[config.mk]
export PLATFORM = sky130hd
export DESIGN_NAME = clk_policy_sel
export DESIGN_NICKNAME = d
export VERILOG_FILES = /design/src/rtl/clk_policy_pkg.sv /design/src/rtl/policy_reg.sv /design/src/rtl/state_decode.sv /design/src/rtl/src_pick.sv /design/src/rtl/clk_policy_sel.sv
export SDC_FILE = /design/constraint.sdc
export NUM_CORES = 1
export LEC_CHECK = 0
export BUFFER_PORTS_ARGS = -buffer_cell sky130_fd_sc_hd__buf_2
export CELL_PAD_IN_SITES_DETAIL_PLACEMENT = 0
export CELL_PAD_IN_SITES_GLOBAL_PLACEMENT = 1
export CORE_MARGIN = 2
export CORE_UTILIZATION = 36
export DETAILED_ROUTE_END_ITERATION = 8
export PLACE_DENSITY = 0.88
export SLEW_MARGIN = 20
export SYNTH_ARGS = -nofsm -noshare
export SYNTH_HDL_FRONTEND = slang
export SYNTH_HIERARCHICAL = 1
export SYNTH_SLANG_ARGS = --single-unit
[constraint.sdc]
create_clock -name clk_i -period 2.8 [get_ports clk_i]
set_input_delay 0 -clock clk_i [delete_from_list [all_inputs] [get_ports clk_i]]
set_output_delay 0 -clock clk_i [all_outputs]
set_load 0.01 [all_outputs]
[src/rtl/clk_policy_pkg.sv]
package clk_policy_pkg;
  localparam int FIELD_W    = 4;
  localparam int NUM_STATES = 5;

  typedef enum logic [2:0] {
    ST_STANDBY = 3'd0,
    ST_IDLE    = 3'd1,
    ST_RUN     = 3'd2,
    ST_IRQ     = 3'd3,
    ST_FIQ     = 3'd4
  } act_state_e;
endpackage

[src/rtl/policy_reg.sv]
module policy_reg #(
  parameter int                 DATA_W  = 32,
  parameter logic [DATA_W-1:0]  WR_MASK = '1,
  parameter logic [DATA_W-1:0]  RST_VAL = '0
) (
  input  logic              clk_i,
  input  logic              rst_ni,
  input  logic              we_i,
  input  logic [DATA_W-1:0] d_i,
  output logic [DATA_W-1:0] q_o,
  output logic [DATA_W-1:0] next_o
);
  logic [DATA_W-1:0] q;

  assign next_o = we_i ? (d_i & WR_MASK) : q;
  assign q_o    = q;

  always_ff @(posedge clk_i or negedge rst_ni) begin
    if (!rst_ni) q <= RST_VAL;
    else if (we_i) q <= d_i & WR_MASK;
  end

  a_r3_rsvd_zero: assert property (@(posedge clk_i) disable iff (!rst_ni)
    (q & ~WR_MASK) == '0);
endmodule

[src/rtl/state_decode.sv]
module state_decode
  import clk_policy_pkg::*;
(
  input  logic [3:0] nib_i,
  output act_state_e st_o
);
  always_comb begin
    if      (nib_i[3]) st_o = ST_FIQ;
    else if (nib_i[2]) st_o = ST_IRQ;
    else if (nib_i[1]) st_o = ST_RUN;
    else if (nib_i[0]) st_o = ST_IDLE;
    else               st_o = ST_STANDBY;
  end
endmodule

[src/rtl/src_pick.sv]
module src_pick
  import clk_policy_pkg::*;
#(
  parameter int                      SEL_W     = 4,
  parameter logic [2**FIELD_W-1:0]   POPULATED = '1,
  localparam int                     FIELDS_W  = NUM_STATES*FIELD_W
) (
  input  logic                clk_i,
  input  logic                rst_ni,
  input  logic [FIELDS_W-1:0] fields_i,
  input  act_state_e          st_i,
  output logic [FIELD_W-1:0]  sel_o,
  output logic                valid_o
);
  localparam int NCODES = 1 << SEL_W;

  logic [FIELD_W-1:0] field [NUM_STATES];
  logic [FIELD_W-1:0] code;
  logic               code_ok;

  for (genvar s = 0; s < NUM_STATES; s++) begin : g_field
    assign field[s] = fields_i[s*FIELD_W +: FIELD_W];
  end

  always_comb begin
    code = field[0];
    for (int s = 1; s < NUM_STATES; s++)
      if (int'(st_i) == s) code = field[s];
  end

  assign code_ok = (int'(code) < NCODES) && POPULATED[code];

  always_ff @(posedge clk_i or negedge rst_ni) begin
    if (!rst_ni) begin
      sel_o   <= '0;
      valid_o <= POPULATED[0];
    end else begin
      sel_o   <= code;
      valid_o <= code_ok;
    end
  end

  a_r7_hole_flag: assert property (@(posedge clk_i) disable iff (!rst_ni)
    valid_o |-> POPULATED[sel_o]);
  a_r7_pop_flag: assert property (@(posedge clk_i) disable iff (!rst_ni)
    (!valid_o && int'(sel_o) < NCODES) |-> !POPULATED[sel_o]);
endmodule

[src/rtl/clk_policy_sel.sv]
module clk_policy_sel
  import clk_policy_pkg::*;
#(
  parameter int                     DATA_W    = 32,
  parameter int                     STATE_LSB = 28,
  parameter int                     SEL_W     = 4,
  parameter logic [2**FIELD_W-1:0]  POPULATED = 16'hC335
) (
  input  logic              clk_i,
  input  logic              rst_ni,
  input  logic              wr_en_i,
  input  logic [DATA_W-1:0] wr_data_i,
  output logic [DATA_W-1:0] rd_data_o,
  output logic [FIELD_W-1:0] sel_o,
  output logic              sel_valid_o,
  output logic [2:0]        state_o
);
  localparam int FIELDS_W = NUM_STATES*FIELD_W;
  localparam logic [DATA_W-1:0] ST_MASK  = {{(DATA_W-4){1'b0}}, 4'hF} << STATE_LSB;
  localparam logic [DATA_W-1:0] FLD_MASK = (DATA_W'(1) << FIELDS_W) - DATA_W'(1);
  localparam logic [DATA_W-1:0] WR_MASK  = ST_MASK | FLD_MASK;
  localparam logic [DATA_W-1:0] RST_VAL  = DATA_W'(1) << STATE_LSB;

  logic [DATA_W-1:0] word_q, word_next;
  act_state_e        st_q, st_next;

  policy_reg #(.DATA_W(DATA_W), .WR_MASK(WR_MASK), .RST_VAL(RST_VAL)) u_reg (
    .clk_i  (clk_i),
    .rst_ni (rst_ni),
    .we_i   (wr_en_i),
    .d_i    (wr_data_i),
    .q_o    (word_q),
    .next_o (word_next)
  );

  state_decode u_dec_q (
    .nib_i (word_q[STATE_LSB +: 4]),
    .st_o  (st_q)
  );

  state_decode u_dec_next (
    .nib_i (word_next[STATE_LSB +: 4]),
    .st_o  (st_next)
  );

  src_pick #(.SEL_W(SEL_W), .POPULATED(POPULATED)) u_pick (
    .clk_i    (clk_i),
    .rst_ni   (rst_ni),
    .fields_i (word_next[FIELDS_W-1:0]),
    .st_i     (st_next),
    .sel_o    (sel_o),
    .valid_o  (sel_valid_o)
  );

  assign rd_data_o = word_q;
  assign state_o   = st_q;

  a_r5_field_match: assert property (@(posedge clk_i) disable iff (!rst_ni)
    sel_o == rd_data_o[int'(state_o)*FIELD_W +: FIELD_W]);
  a_r4_fiq_wins: assert property (@(posedge clk_i) disable iff (!rst_ni)
    rd_data_o[STATE_LSB+3] |-> state_o == ST_FIQ);
  a_r8_standby: assert property (@(posedge clk_i) disable iff (!rst_ni)
    (rd_data_o[STATE_LSB +: 4] == 4'h0) |-> state_o == ST_STANDBY);
  a_r6_hold: assert property (@(posedge clk_i) disable iff (!rst_ni)
    !wr_en_i |=> ($stable(sel_o) && $stable(sel_valid_o) && $stable(state_o)));
  a_r2_readback: assert property (@(posedge clk_i) disable iff (!rst_ni)
    wr_en_i |=> rd_data_o == ($past(wr_data_i) & WR_MASK));
endmodule

## Word-level counts from Yosys, hierarchy flattened

Memories as Yosys holds them, arrays and structs flattened. A register that Yosys moved wholly into a read port is not among the register bits.
Cells that the tools add are included.

- Shift-type cells: 0
- Reductions and logical operators: 1
- Add/sub/neg operators: 0
- Divide/modulo/power cells: 0
- Mux-type cells: 13
- Equality and inequality tests: 4
- Bitwise operators: 0
- Magnitude comparators: 0
- Multiply operators: 0

Operators with widths:

| operator | count |
|---|---|
| 32-bit two-way mux | 1 |
| 3-bit two-way mux | 6 |
| 4-bit two-way mux | 4 |
| 3-bit == test (second input constant) | 3 |
| 3-bit by 2-bit == test with 1-bit output (second input constant) | 1 |
| 1-bit two-way mux | 2 |
| 1-bit zero test | 1 |

- Input bits: 35
- Logic and storage cells: 21
- RAM bits: 0
- Latch bits: 0
- Memory bits (read-only): 16
- Memories: 1
- Output and inout bits: 40
- Register bits: 28

Memories:

| name | words | bits a word | rd ports | clocked after memory_dff | write ports | line | source |
|---|---|---|---|---|---|---|---|
| (name not given) | 16 | 1 | 1 | 1 | 0 | src_pick.sv:31 | `assign code_ok = (int'(code) < NCODES) && POPULATED[code];` |

## Longest topological paths before layout

Gate-level depths: netlist of run 1.

- Depth after elaboration: 10
- Gate-level depth with buffers: 11
- Gate-level depth less buffers: 8

## Hierarchy

Netlist of run 1, hierarchy kept.

By module, submodules not included:

| module | instances | area each (µm²) | sequential area each (µm²) | cells each |
|---|---|---|---|---|
| policy_reg | 1 | 1,156.1 | 802.0 | 67 |
| src_pick | 1 | 422.9 | 126.4 | 42 |
| state_decode | 2 | 33.8 | 0.0 | 6 |

## Worst setup path before layout of run 1

OpenSTA, ideal clock, no wires.

- Kind: reg2reg
- Start point: reg u_reg.q[31] (netlist: u_reg/q_o[31])
- End point: reg u_pick.valid_o
- Data required time: 2.725 ns
- Period minus slack after synthesis: 2.002 ns
- Stages on the path, launching flop included: 8
- Data arrival time: 1.927 ns
- Buffers on the path: 0
- Setup time: 0.075 ns
- Path slack: 0.798 ns
- Cell sequence: dfrtp_1 -> mux2_2 -> nor2_1 -> nor2_4 -> mux2i_1 -> a221o_1 -> xor2_1 -> mux2i_1

- Word-level cells in the longest chain between the ends: 7
- Elaborated cells on any way between the ends: 10
- Those cells by class: 4 x eq/ne; 6 x mux

RTL lines:

| item | line | source |
|---|---|---|
| start: declaration | policy_reg.sv:13 | `logic [DATA_W-1:0] q;` |
| start signal: assignment | policy_reg.sv:20 | `else if (we_i) q <= d_i & WR_MASK;` |
| 32-bit two-way mux (*) | policy_reg.sv:15 | `assign next_o = we_i ? (d_i & WR_MASK) : q;` |
| via word_next[31] | clk_policy_sel.sv:24 | `logic [DATA_W-1:0] word_q, word_next;` |
| 3-bit two-way mux (*) | state_decode.sv:8 | `if (nib_i[3]) st_o = ST_FIQ;` |
| via st_next[1] | clk_policy_sel.sv:25 | `act_state_e st_q, st_next;` |
| 3-bit by 2-bit == test with 1-bit output | src_pick.sv:28 | `if (int'(st_i) == s) code = field[s];` |
| 4-bit two-way mux (3 in a row) | src_pick.sv:28 |  |
| 4-bit two-way mux (*) | src_pick.sv:28 |  |
| end: declaration | src_pick.sv:13 | `output logic valid_o` |

The timed path passes the listed nets; every way through them passes the cells marked *.

## Worst setup path in the final report of run 1

- Start point: in wr_en_i
- End point: reg u_pick.valid_o

- Elaborated cells on any way between the ends: 13
- Those cells by class: 4 x eq/ne; 9 x mux

RTL lines:

| item | line | source |
|---|---|---|
| start: declaration | clk_policy_sel.sv:11 | `input logic wr_en_i,` |
| 32-bit two-way mux (*) | policy_reg.sv:15 |  |
| via word_next[31] | clk_policy_sel.sv:24 |  |
| 3-bit two-way mux (*) | state_decode.sv:8 |  |
| via st_next[1] | clk_policy_sel.sv:25 |  |
| 3-bit by 2-bit == test with 1-bit output | src_pick.sv:28 |  |
| 4-bit two-way mux (3 in a row) | src_pick.sv:28 |  |
| 4-bit two-way mux (*) | src_pick.sv:28 |  |

Marks and branches as above.

==> insert_results.sql, run 1 <==
INSERT INTO impl_metrics (metric_group, metric, value, unit) VALUES
('status', 'outcome', 'completed', ''),
('worst_setup_path', 'end_kind', 'flip-flop', ''),
('place', 'place_worst_setup_slack', '554', 'ps'),
('worst_setup_path', 'worst_path_most_repeated_cell', 'sky130_fd_sc_hd__mux2i_1', ''),
('timing', 'max_freq', '423', 'MHz'),
('cts', 'clock_tree_from_tritoncts', 'yes', ''),
('grt', 'grt_remaining_overflow', '0', ''),
('flow_run', 'cap_viol_max_count', '0', ''),
('timing', 'final.period_utilization', '84.5', '%'),
('cts', 'clkLatencyLatePin', '290', 'ps'),
('cts', 'max-clock-path-buffers', '2', ''),
('drt', 'route.vias.total', '1229', ''),
('power', 'total_switching_power', '0.374', 'mW'),
('grt', 'grt_start_max_net_pins', '38', ''),
('worst_setup_path', 'series_of_cell_instances_along_the_critical_path', 'dlygate4sd3_1 > buf_2 > mux2_2 > nor2_1 > nor2_4 > mux2i_1 > a221o_1 > xor2_1 > mux2i_1', ''),
('floorplanning', 'die_x', '71.6', 'um'),
('power', 'power_frac_comb', '23.1', '%'),
('worst_setup_path', 'cp-start-kind', 'input port', ''),
('floorplanning', 'core_region_area', '4380', 'um2'),
('cts', 'number_of_clock_sinks_seen_by_cts', '37', ''),
('yosys', 'synth_top_cells_by_area', 'sky130_fd_sc_hd__dfrtp_1, sky130_fd_sc_hd__mux2_2, sky130_fd_sc_hd__mux2i_1', ''),
('drt', 'routed_via_density', '4.62', ''),
('timing', 'setup-violations-final', '0', ''),
('cts', 'path_clk_slew', '70', 'ps'),
('worst_setup_path', 'worst-endpoint-required', '3010', 'ps'),
('cts', 'cts-root-buf', 'sky130_fd_sc_hd__clkbuf_8', ''),
('min_path', 'hold_path_startpoint', 'wr_data_i[31]', ''),
('timing', 'setup_repair_after_global_routing_missed_its_margin', 'no', ''),
('final_layout', 'finalCoreUtilization', '53.6', '%'),
('floorplanning', 'io_pins', '75', ''),
('final_layout', 'finalInstanceArea', '2350', 'um2'),
('yosys', 'syn_area_per_cell', '13.6', 'um2'),
('drt', 'post-route-drc-count', '0', ''),
('timing', 'hold_viol_final', '0', ''),
('min_path', 'min_path_type', 'in -> reg', ''),
('place', 'hpwl', '2330', 'um'),
('worst_setup_path', 'critical_path.reg2reg.startpoint', 'u_reg/q_o[31]$_DFF_PN0_', ''),
('grt', 'grt_pass1_vias', '1254', ''),
('power', 'leakage', '1.14', 'nW'),
('worst_setup_path', 'worstPathArrival', '2570', 'ps'),
('yosys', 'cell_area_synth', '1650', 'um2'),
('power', 'power.ir.vdd_worst', '274', 'uV'),
('timing', 'totalNegativeSetupSlack', '0', 'ps'),
('worst_setup_path', 'crit_path_max_fanout', '12', ''),
('timing', 'fin_skew', '7.95', 'ps'),
('worst_setup_path', 'crit_path_max_incr_delay', '550', 'ps'),
('power', 'share_clk_of_total_power', '33.4', '%'),
('yosys', 'synth_top_cell_by_area', 'sky130_fd_sc_hd__dfrtp_1', ''),
('min_path', 'min_delay_path_depth', '2', ''),
('drt', 'finalWirelength', '3610', 'um'),
('timing', 'slew-limit-headroom', '47.7', '%'),
('cts', 'cts_htree_levels', '2', ''),
('final_layout', 'final_layout_size_suffix_gt1_share', '50.0', '%'),
('timing', 'worst_slew_pin_slew', '784', 'ps'),
('yosys', 'yosys_warnings', '6', ''),
('cts', 'total_of_cells_resized_after_clock_tree_synthesis', '0', ''),
('place', 'dp.cells', '233', ''),
('floorplanning', 'std_cell_rows', '24', ''),
('final_layout', 'nNetsFinal', '248', ''),
('drt', 'drt_first_iter_violations', '31', ''),
('drt', 'post_drt_wl_per_cell', '13.6', 'um'),
('yosys', 'yosys_register_bits', '37', ''),
('grt', 'grt_usage', '15.1', '%'),
('timing', 'fin_crit', '2370', 'ps'),
('yosys', 'synthesis.nets', '156', ''),
('worst_setup_path', 'worstRegToRegCells', '7', ''),
('power', 'p_int', '1.05', 'mW'),
('worst_setup_path', 'endpoint_of_the_lowest_slack_register_to_register_path', 'u_pick/valid_o$_DFF_PN1_', ''),
('yosys', 'syn_inst', '121', ''),
('final_layout', 'area.growth.synth_to_final', '42.8', '%'),
('floorplanning', 'die_height', '71.6', 'um');
[power by group through the flow]
stage / registers [mW] / clock network [mW] / logic [mW]
after floorplan: 0.660 / 0 / 0.169
after global placement: 0.628 / 0 / 0.300
after detailed placement: 0.629 / 0 / 0.304
after CTS: 0.619 / 0.490 / 0.332
after global routing: 0.625 / 0.516 / 0.363
final: 0.619 / 0.476 / 0.328
[how the worst max path moves through the flow]
stage / to / slack (ps) / cells after the start
after floorplan: u_pick/valid_o$_DFF_PN1_ / 800 / 7
after global placement: u_pick/valid_o$_DFF_PN1_ / 580 / 7
after detailed placement: u_pick/valid_o$_DFF_PN1_ / 550 / 7
after CTS: u_pick/valid_o$_DFF_PN1_ / 460 / 9
after global routing: u_pick/valid_o$_DFF_PN1_ / 270 / 9
final: u_pick/valid_o$_DFF_PN1_ / 430 / 9
[synthesized netlist by cell type]
cell	instances
sky130_fd_sc_hd__nor2b_1	13
sky130_fd_sc_hd__mux2i_1	10
sky130_fd_sc_hd__nor2_1	6
sky130_fd_sc_hd__inv_1	5
sky130_fd_sc_hd__a221oi_2	1
sky130_fd_sc_hd__xor2_1	1
sky130_fd_sc_hd__a221o_1	2
sky130_fd_sc_hd__a211oi_1	3
sky130_fd_sc_hd__nand2b_1	3
sky130_fd_sc_hd__a21oi_2	2
sky130_fd_sc_hd__nor3_1	1
sky130_fd_sc_hd__o21ai_0	1
sky130_fd_sc_hd__o21ai_1	1
sky130_fd_sc_hd__mux2_2	24
sky130_fd_sc_hd__buf_4	2
sky130_fd_sc_hd__nor2_4	1
sky130_fd_sc_hd__buf_6	5
sky130_fd_sc_hd__nor3b_1	1
sky130_fd_sc_hd__dfstp_2	2
sky130_fd_sc_hd__dfrtp_1	35
sky130_fd_sc_hd__o211ai_2	1
sky130_fd_sc_hd__buf_2	1
[worst max-delay path, delay by kind of cell]
kind	cells	cell delay, ps
simple gates	2	540
mux	3	740
buf+inv	2	760
xor+xnor	1	170
compound gates	1	340
[stage by stage]
step | hold WS (ps) | power (mW)
finish | 150 | 1.42
detailed placement | 135 | 0.933
floorplan | -296 | 0.829
CTS | 146 | 1.44
global route | 163 | 1.50
global placement | 133 | 0.929
[layer usage]
layer / GRT usage (%) / up-vias / share of wire, %
met5: 0 / - / 0
met4: 5.87 / 0 / 2.3
met3: 6.05 / 8 / 6.0
met2: 23.3 / 46 / 49
met1: 19.1 / 576 / 43
li1: - / 599 / -
[flip-flops by register name, indices dropped and copies added (netlist names)]
signal,cells
u_pick/valid_o,1
u_pick/sel_o,4
u_reg/q_o,32
[cells by family (layout without fill, tap and decap cells)]
logic type                count (synthesis)  after routing  share of synthesized area, %
DFF                                      37             37                          56.4
buffers and inverters                    13            106                          5.77
xor gates and xnor gates                  1              1                         0.532
and+or+nand+nor                          25             25                          8.89
AOI/OAI and AO/OA                        11             11                          5.93
muxes                                    34             34                          22.5
[timing repair]
action                                 in CTS  in global routing
hold buffers                               25                  0
endpoints found under the hold margin      60                  0
setup buffers                               0                  0
[layout make-up]
| cell class | count | area (um2) | share of cell area, % |
|---|---|---|---|
| inverter | 5 | 18.8 | 0.798 |
| clock buffer | 6 | 82.6 | 3.51 |
| clock inverter | 2 | 37.5 | 1.60 |
| multi-input combinational | 71 | 623 | 26.5 |
| sequential | 37 | 928 | 39.5 |
| timing repair buffer | 93 | 596 | 25.3 |
| tap | 52 | 65.1 | 2.77 |
[layout by cell type (no fill, tap or decap), types with 2 or more instances in the layout]
cell / Yosys / routed
sky130_fd_sc_hd__a21oi_2: 2 / 2
sky130_fd_sc_hd__a221o_1: 2 / 2
sky130_fd_sc_hd__inv_1: 5 / 5
sky130_fd_sc_hd__buf_2: 1 / 66
sky130_fd_sc_hd__nand2b_1: 3 / 3
sky130_fd_sc_hd__mux2i_1: 10 / 10
sky130_fd_sc_hd__dfstp_2: 2 / 2
sky130_fd_sc_hd__mux2_2: 24 / 24
sky130_fd_sc_hd__dlygate4sd3_1: 0 / 25
sky130_fd_sc_hd__nor2b_1: 13 / 13
sky130_fd_sc_hd__nor2_1: 6 / 6
sky130_fd_sc_hd__a211oi_1: 3 / 3
sky130_fd_sc_hd__dfrtp_1: 35 / 35
sky130_fd_sc_hd__buf_4: 2 / 2
sky130_fd_sc_hd__clkbuf_8: 0 / 6
(Power assumes the default switching activity.)
==> run 2: changes to the inputs <==
- CORE_UTILIZATION: 36 -> 32
- PLACE_DENSITY: 0.88 -> 0.83
- clock period: 2.8 -> 2 ns (I/O delays scaled with it)
==> insert_results.sql, run 2 (synthesis gave the netlist of run 1 again) <==
INSERT INTO impl_metrics (metric_group, metric, value, unit) VALUES
('status', 'outcome', 'finished with violations', ''),
('status', 'failed_checks', 'setup timing', ''),
('drt', 'drtPass1Iterations', '4', ''),
('power', 'power_density', '789', 'nW/um2'),
('timing', 'fin_skew', '7.53', 'ps'),
('place', 'place.port_buffers', '66', ''),
('timing', 'worst_slew_pin_slew', '814', 'ps'),
('cts', 'cts_made_buffers', '5', ''),
('drt', 'post_drt_wl_per_cell', '12.6', 'um'),
('timing', 'setup-violations-final', '1', ''),
('cts', 'cts_htree_levels', '2', ''),
('drt', 'routed_via_density', '4.36', ''),
('timing', 'hold_viol_final', '0', ''),
('worst_setup_path', 'crit_path_max_fanout', '6', ''),
('floorplanning', 'die_height', '75.7', 'um'),
('final_layout', 'nNetsFinal', '255', ''),
('drt', 'route.vias.total', '1270', ''),
('timing', 'totalNegativeSetupSlack', '-8.82', 'ps'),
('worst_setup_path', 'crit_path_max_incr_delay', '380', 'ps'),
('power', 'share_of_total_power_in_sequential_cells', '44.9', '%'),
('worst_setup_path', 'series_of_cell_instances_along_the_critical_path', 'mux2_2 > nand2b_4 > a21oi_4 > buf_12 > nor2_4 > mux2i_1 > a221o_1 > xor2_1 > mux2i_1', ''),
('place', 'hpwl', '2480', 'um'),
('drt', 'finalWirelength', '3680', 'um'),
('grt', 'grt_pass1_vias', '1245', ''),
('timing', 'max_freq', '498', 'MHz'),
('floorplanning', 'std_cell_rows', '26', ''),
('final_layout', 'finalCoreUtilization', '48.4', '%'),
('worst_setup_path', 'cp-start-kind', 'flip-flop', ''),
('final_layout', 'fillCellCount', '470', ''),
('cts', 'clkLatencyLatePin', '280', 'ps'),
('grt', 'grt_start_max_net_pins', '38', ''),
('worst_setup_path', 'criticalPathCategory', 'reg -> reg', ''),
('timing', 'slew-limit-headroom', '45.7', '%'),
('power', 'power.ir.vdd_worst', '442', 'uV'),
('cts', 'number_of_clock_sinks_seen_by_cts', '37', ''),
('final_layout', 'diodes', '0', ''),
('final_layout', 'final_layout_size_suffix_gt1_share', '54.3', '%'),
('min_path', 'min_path_type', 'in -> reg', ''),
('timing', 'slew_violations', '0', ''),
('timing', 'worst_slack', '-8.82', 'ps'),
('worst_setup_path', 'cpMaxStageDelayCell', 'sky130_fd_sc_hd__dfrtp_1', ''),
('final_layout', 'area.growth.synth_to_final', '48.2', '%'),
('final_layout', 'largest_register_ffs', '32', ''),
('floorplanning', 'die_x', '75.7', 'um'),
('power', 'total_switching_power', '0.547', 'mW'),
('grt', 'grt_usage', '14.0', '%'),
('place', 'place.gp.congestion', '0.684', ''),
('worst_setup_path', 'end_kind', 'flip-flop', ''),
('timing', 'setup_repair_after_global_routing_missed_its_margin', 'yes', ''),
('timing', 'final.period_utilization', '100', '%'),
('timing', 'fin_crit', '2010', 'ps'),
('floorplanning', 'initial_utilization', '32.7', '%'),
('drt', 'drt_first_iter_violations', '15', ''),
('power', 'leakage', '1.19', 'nW'),
('power', 'power.share.switching', '28.4', '%'),
('worst_setup_path', 'worst-endpoint-required', '2210', 'ps'),
('cts', 'path_clk_slew', '80', 'ps'),
('drt', 'postRouteAntennaNets', '0', ''),
('cts', 'cts-root-buf', 'sky130_fd_sc_hd__clkbuf_8', ''),
('flow_run', 'cap_viol_max_count', '0', ''),
('power', 'power_frac_comb', '26.9', '%'),
('grt', 'antenna_violations_before_repair', '0', ''),
('drt', 'post-route-drc-count', '0', ''),
('grt', 'grt_first_pass_wirelength', '5860', 'um'),
('power', 'share_clk_of_total_power', '28.2', '%'),
('worst_setup_path', 'worstPathArrival', '2220', 'ps'),
('grt', 'grt_remaining_overflow', '0', ''),
('final_layout', 'most-common-layout-cells', 'sky130_fd_sc_hd__buf_2, sky130_fd_sc_hd__dfrtp_1, sky130_fd_sc_hd__mux2_2, sky130_fd_sc_hd__dlygate4sd3_1, sky130_fd_sc_hd__nor2b_1', ''),
('worst_setup_path', 'worst_path_most_repeated_cell', 'sky130_fd_sc_hd__mux2i_1', ''),
('floorplanning', 'core_region_area', '5040', 'um2'),
('cts', 'max-clock-path-buffers', '2', ''),
('floorplanning', 'dieArea', '5740', 'um2'),
('floorplanning', 'io_pins', '75', ''),
('power', 'p_int', '1.38', 'mW'),
('final_layout', 'final_common_cell', 'sky130_fd_sc_hd__buf_2', ''),
('cts', 'clock_tree_from_tritoncts', 'yes', ''),
('place', 'place_worst_setup_slack', '-83.6', 'ps');
run 2: repair_timing:
action                                  4_1_cts  5_1_grt
endpoints found under the setup margin        1        1
pin swaps                                     2        2
hold buffers                                 22        0
endpoints found under the hold margin        56        0
buffers inserted                              5        0
gates resized for setup                       5        2
run 2: final timing paths:
| path | start | endpoint | slack [ps] | cells after the start |
|---|---|---|---|---|
| worst max-delay path | u_reg/q_o[29]$_DFF_PN0_ | u_pick/valid_o$_DFF_PN1_ | -9 | 9 |
| worst min-delay path | wr_data_i[28] | u_reg/q_o[28]$_DFF_PN1_ | 20 | 2 |
| worst max register to register | u_reg/q_o[29]$_DFF_PN0_ | u_pick/valid_o$_DFF_PN1_ | -9 | 9 |
| worst min register to register | u_reg/q_o[25]$_DFF_PN0_ | u_reg/q_o[25]$_DFF_PN0_ | 500 | 1 |
| max in group asynchronous | rst_ni | u_reg/q_o[19]$_DFF_PN0_ | 1130 | 2 |
| min in group asynchronous | rst_ni | u_reg/q_o[18]$_DFF_PN0_ | 350 | 2 |
run 2: power groups by stage:
stage / sequential (mW) / clock (mW) / combinational (mW)
after floorplan: 0.924 / 0 / 0.238
after global placement: 0.881 / 0 / 0.450
after detailed placement: 0.878 / 0 / 0.455
after CTS: 0.865 / 0.567 / 0.522
after global routing: 0.875 / 0.592 / 0.575
final: 0.865 / 0.544 / 0.518
run 2: per-layer routing:
layer,vias up,global-route usage [%],wire length [um]
met2,42,22.4,1830
met4,0,4.29,33
met5,-,0,0
li1,610,-,-
met3,4,5.03,198
met1,614,17.7,1620
run 2: cell type report:
cell class	instances	area [um2]	area share, %
timing repair buffer	100	661	27.1
multi-input combinational	71	648	26.6
clock inverter	2	13.8	0.564
tap	70	87.6	3.59
inverter	5	18.8	0.769
sequential	37	928	38.1
clock buffer	6	82.6	3.38
run 2: critical path: cells and delay by family (launching register included):
family / cells / cell delay, ps
DFF: 1 / 380
xor gates and xnor gates: 1 / 180
AOI/OAI and AO/OA: 2 / 510
and+or+nand+nor: 2 / 200
muxes: 3 / 540
buffers and inverters: 1 / 140
run 2: metrics by stage:
step                      total power [mW]  cell area [um2]  std cells  hold slack, ps
after floorplan                       1.16             1650        121            -296
after global placement                1.33             2060        256             135
after detailed placement              1.33             2060        256             143
after CTS                             1.95             2430        291            8.44
after global routing                  2.04             2440        291            20.7
final                                 1.93             2440        291            16.7
==> run 3: changes to the inputs <==
- ABC_AREA: default -> 1
- CORE_UTILIZATION: 32 -> 31
- CTS_CLUSTER_DIAMETER: default -> 100
- PLACE_DENSITY: 0.83 -> 0.84
==> insert_results.sql, run 3 <==
INSERT INTO impl_metrics (metric_group, metric, value, unit) VALUES
('status', 'outcome', 'completed', ''),
('final_layout', 'fillCellCount', '577', ''),
('timing', 'setup-violations-final', '0', ''),
('worst_setup_path', 'crit_path_max_incr_delay', '540', 'ps'),
('floorplanning', 'die_x', '80.3', 'um'),
('final_layout', 'nNetsFinal', '347', ''),
('yosys', 'syn_inst', '215', ''),
('timing', 'final.period_utilization', '90.8', '%'),
('cts', 'clkLatencyLatePin', '280', 'ps'),
('yosys', 'cell_area_synth', '1800', 'um2'),
('cts', 'max-clock-path-buffers', '2', ''),
('place', 'hpwl', '2950', 'um'),
('final_layout', 'final_common_cell', 'sky130_fd_sc_hd__nand2_1', ''),
('yosys', 'yosys_warnings', '6', ''),
('min_path', 'min_path_type', 'in -> reg', ''),
('min_path', 'min_delay_path_depth', '3', ''),
('worst_setup_path', 'worstRegToRegCells', '14', ''),
('timing', 'slew_violations', '0', ''),
('flow_run', 'cap_viol_max_count', '0', ''),
('timing', 'setup_repair_after_global_routing_missed_its_margin', 'no', ''),
('yosys', 'synth_async_sr_flop_share', '100', '%'),
('floorplanning', 'dieArea', '6450', 'um2'),
('yosys', 'synth_cell_types', '21', ''),
('place', 'dpl-instance-area', '2170', 'um2'),
('final_layout', 'diodes', '0', ''),
('yosys', 'synth_top_cells_by_area', 'sky130_fd_sc_hd__dfrtp_1, sky130_fd_sc_hd__nand2_1, sky130_fd_sc_hd__nand2_2', ''),
('cts', 'cts_made_buffers', '5', ''),
('floorplanning', 'std_cell_rows', '27', ''),
('yosys', 'synth_top_cell_by_area', 'sky130_fd_sc_hd__dfrtp_1', ''),
('drt', 'route.vias.total', '1588', ''),
('timing', 'totalNegativeSetupSlack', '0', 'ps'),
('final_layout', 'most-common-layout-cells', 'sky130_fd_sc_hd__nand2_1, sky130_fd_sc_hd__buf_2, sky130_fd_sc_hd__dfrtp_1, sky130_fd_sc_hd__dlygate4sd3_1, sky130_fd_sc_hd__nand2_2', ''),
('drt', 'drt_first_iter_violations', '40', ''),
('timing', 'fin_crit', '1820', 'ps'),
('place', 'place.port_buffers', '66', ''),
('power', 'power.ir.vdd_worst', '458', 'uV'),
('timing', 'slew-limit-headroom', '46.1', '%'),
('timing', 'worst_slew_pin_slew', '809', 'ps'),
('drt', 'drtPass1Iterations', '4', ''),
('cts', 'cts_htree_levels', '2', ''),
('power', 'power_density', '753', 'nW/um2'),
('grt', 'grt_first_pass_wirelength', '7020', 'um'),
('floorplanning', 'core_region_area', '5570', 'um2'),
('drt', 'finalWirelength', '4120', 'um'),
('cts', 'number_of_clock_sinks_seen_by_cts', '37', ''),
('worst_setup_path', 'worstPathArrival', '2040', 'ps'),
('yosys', 'synth-main-ff-cell', 'sky130_fd_sc_hd__dfrtp_1', ''),
('drt', 'postRouteAntennaNets', '0', ''),
('grt', 'grt_usage', '14.0', '%'),
('drt', 'post-route-drc-count', '0', ''),
('grt', 'grt_pass1_vias', '1609', ''),
('final_layout', 'finalInstanceArea', '2560', 'um2'),
('yosys', 'netlist_top_cells_count', 'sky130_fd_sc_hd__nand2_1, sky130_fd_sc_hd__dfrtp_1, sky130_fd_sc_hd__nand2_2', ''),
('worst_setup_path', 'cpMaxStageDelayCell', 'sky130_fd_sc_hd__dfstp_2', ''),
('worst_setup_path', 'worst-endpoint-required', '2230', 'ps'),
('yosys', 'syn_area_per_cell', '8.39', 'um2'),
('yosys', 'yosys_register_bits', '37', ''),
('drt', 'post_drt_wl_per_cell', '10.7', 'um'),
('final_layout', 'largest_register_ffs', '32', ''),
('grt', 'grt_remaining_overflow', '0', ''),
('floorplanning', 'io_pins', '75', ''),
('floorplanning', 'die_height', '80.3', 'um'),
('floorplanning', 'initial_utilization', '32.4', '%'),
('yosys', 'synthesis.nets', '250', ''),
('timing', 'max_freq', '551', 'MHz'),
('timing', 'hold_viol_final', '0', ''),
('place', 'place.gp.congestion', '0.795', ''),
('cts', 'clock_tree_from_tritoncts', 'yes', ''),
('power', 'leakage', '1.40', 'nW'),
('yosys', 'synth_top_cell_area_share', '48.5', '%'),
('yosys', 'seq_area_frac_synth', '51.5', '%'),
('worst_setup_path', 'worst_path_most_repeated_cell', 'sky130_fd_sc_hd__nand2_2', ''),
('place', 'dp.cells', '351', ''),
('worst_setup_path', 'series_of_cell_instances_along_the_critical_path', 'nand2_1 > nand2_2 > nand2_2 > a21oi_4 > inv_1 > nor2_2 > nand2_2 > nand2_2 > inv_2 > a21oi_4 > nand2_2 > nand2_1 > nand2_1 > nand2_1', ''),
('cts', 'cts-root-buf', 'sky130_fd_sc_hd__clkbuf_8', ''),
('yosys', 'synth_enable_flop_cells', '0', ''),
('worst_setup_path', 'end_kind', 'flip-flop', ''),
('cts', 'path_clk_slew', '70', 'ps'),
('final_layout', 'stdcell_count', '385', ''),
('worst_setup_path', 'cp-start-kind', 'flip-flop', ''),
('grt', 'antenna_violations_before_repair', '0', ''),
('final_layout', 'area.growth.synth_to_final', '41.9', '%'),
('final_layout', 'final_layout_size_suffix_gt1_share', '40.6', '%'),
('worst_setup_path', 'crit_path_max_fanout', '4', ''),
('grt', 'grt_start_max_net_pins', '38', ''),
('timing', 'fin_skew', '2.37', 'ps'),
('worst_setup_path', 'criticalPathCategory', 'reg -> reg', ''),
('drt', 'routed_via_density', '4.12', ''),
('yosys', 'synthMostInstantiatedCell', 'sky130_fd_sc_hd__nand2_1', '');
==> run 3: per-layer routing <==
layer  wire [um]  vias to the layer above  global-route usage (%)
li1            -                      831                       -
met1        2020                      700                    17.7
met2        1790                       47                    22.7
met3         241                       10                    3.60
met4          70                        0                    5.93
met5           0                        -                       0
==> run 3: through the flow <==
step	total power, mW	utilization [%]	setup WS [ps]	hold WS (ps)
after floorplan	1.17	-	162	-296
after global placement	1.33	39.0	186	136
after detailed placement	1.33	39.0	149	143
after CTS	1.95	45.1	114	34.5
after global routing	2.07	45.9	18.3	39.9
final	1.93	45.9	184	27.1
==> run 3: final timing paths <==
path                                              start                  endpoint  slack [ps]
worst max-delay path            u_reg/q_o[28]$_DFF_PN1_  u_pick/valid_o$_DFF_PN1_         180
worst min-delay path                      wr_data_i[31]   u_reg/q_o[31]$_DFF_PN0_          30
worst max register to register  u_reg/q_o[28]$_DFF_PN1_  u_pick/valid_o$_DFF_PN1_         180
worst min register to register  u_reg/q_o[24]$_DFF_PN0_   u_reg/q_o[24]$_DFF_PN0_         480
max in group asynchronous                        rst_ni   u_reg/q_o[31]$_DFF_PN0_        1100
min in group asynchronous                        rst_ni    u_reg/q_o[0]$_DFF_PN0_         350
==> run 3: layout make-up <==
| cell class | count | area, um2 | share of cell area, % |
|---|---|---|---|
| sequential | 37 | 930 | 36.3 |
| multi-input combinational | 143 | 688 | 26.9 |
| timing repair buffer | 99 | 646 | 25.2 |
| inverter | 26 | 105 | 4.11 |
| clock buffer | 7 | 96.3 | 3.76 |
| tap | 72 | 90.1 | 3.52 |
| clock inverter | 1 | 5.00 | 0.196 |
==> run 3: critical path: cells and delay by family (launching register included) <==
kind | cells | cell delay [ps]
AND/OR/NAND/NOR | 10 | 750
buffers and inverters | 2 | 160
AO/OA/AOI/OAI | 2 | 310
flip-flops | 1 | 540
==> run 3: power breakdown <==
group / switching [mW] / internal, mW
sequential: 0.0359 / 0.829
clock: 0.249 / 0.311
combinational: 0.288 / 0.216
total: 0.573 / 1.36
==> run 3: timing repair <==
action / CTS / global route
buffers inserted: 0 / 2
hold endpoints to repair: 58 / 0
setup endpoints to repair: 0 / 2
gates resized for setup: 0 / 9
hold buffers: 24 / 0
==> run 3: logic make-up after synthesis <==
group	count (synthesis)	synth area share (%)
buffers and inverters	35	11.6
and+or+nand+nor	134	33.2
DFF	37	51.5
AOI/OAI and AO/OA	9	3.75
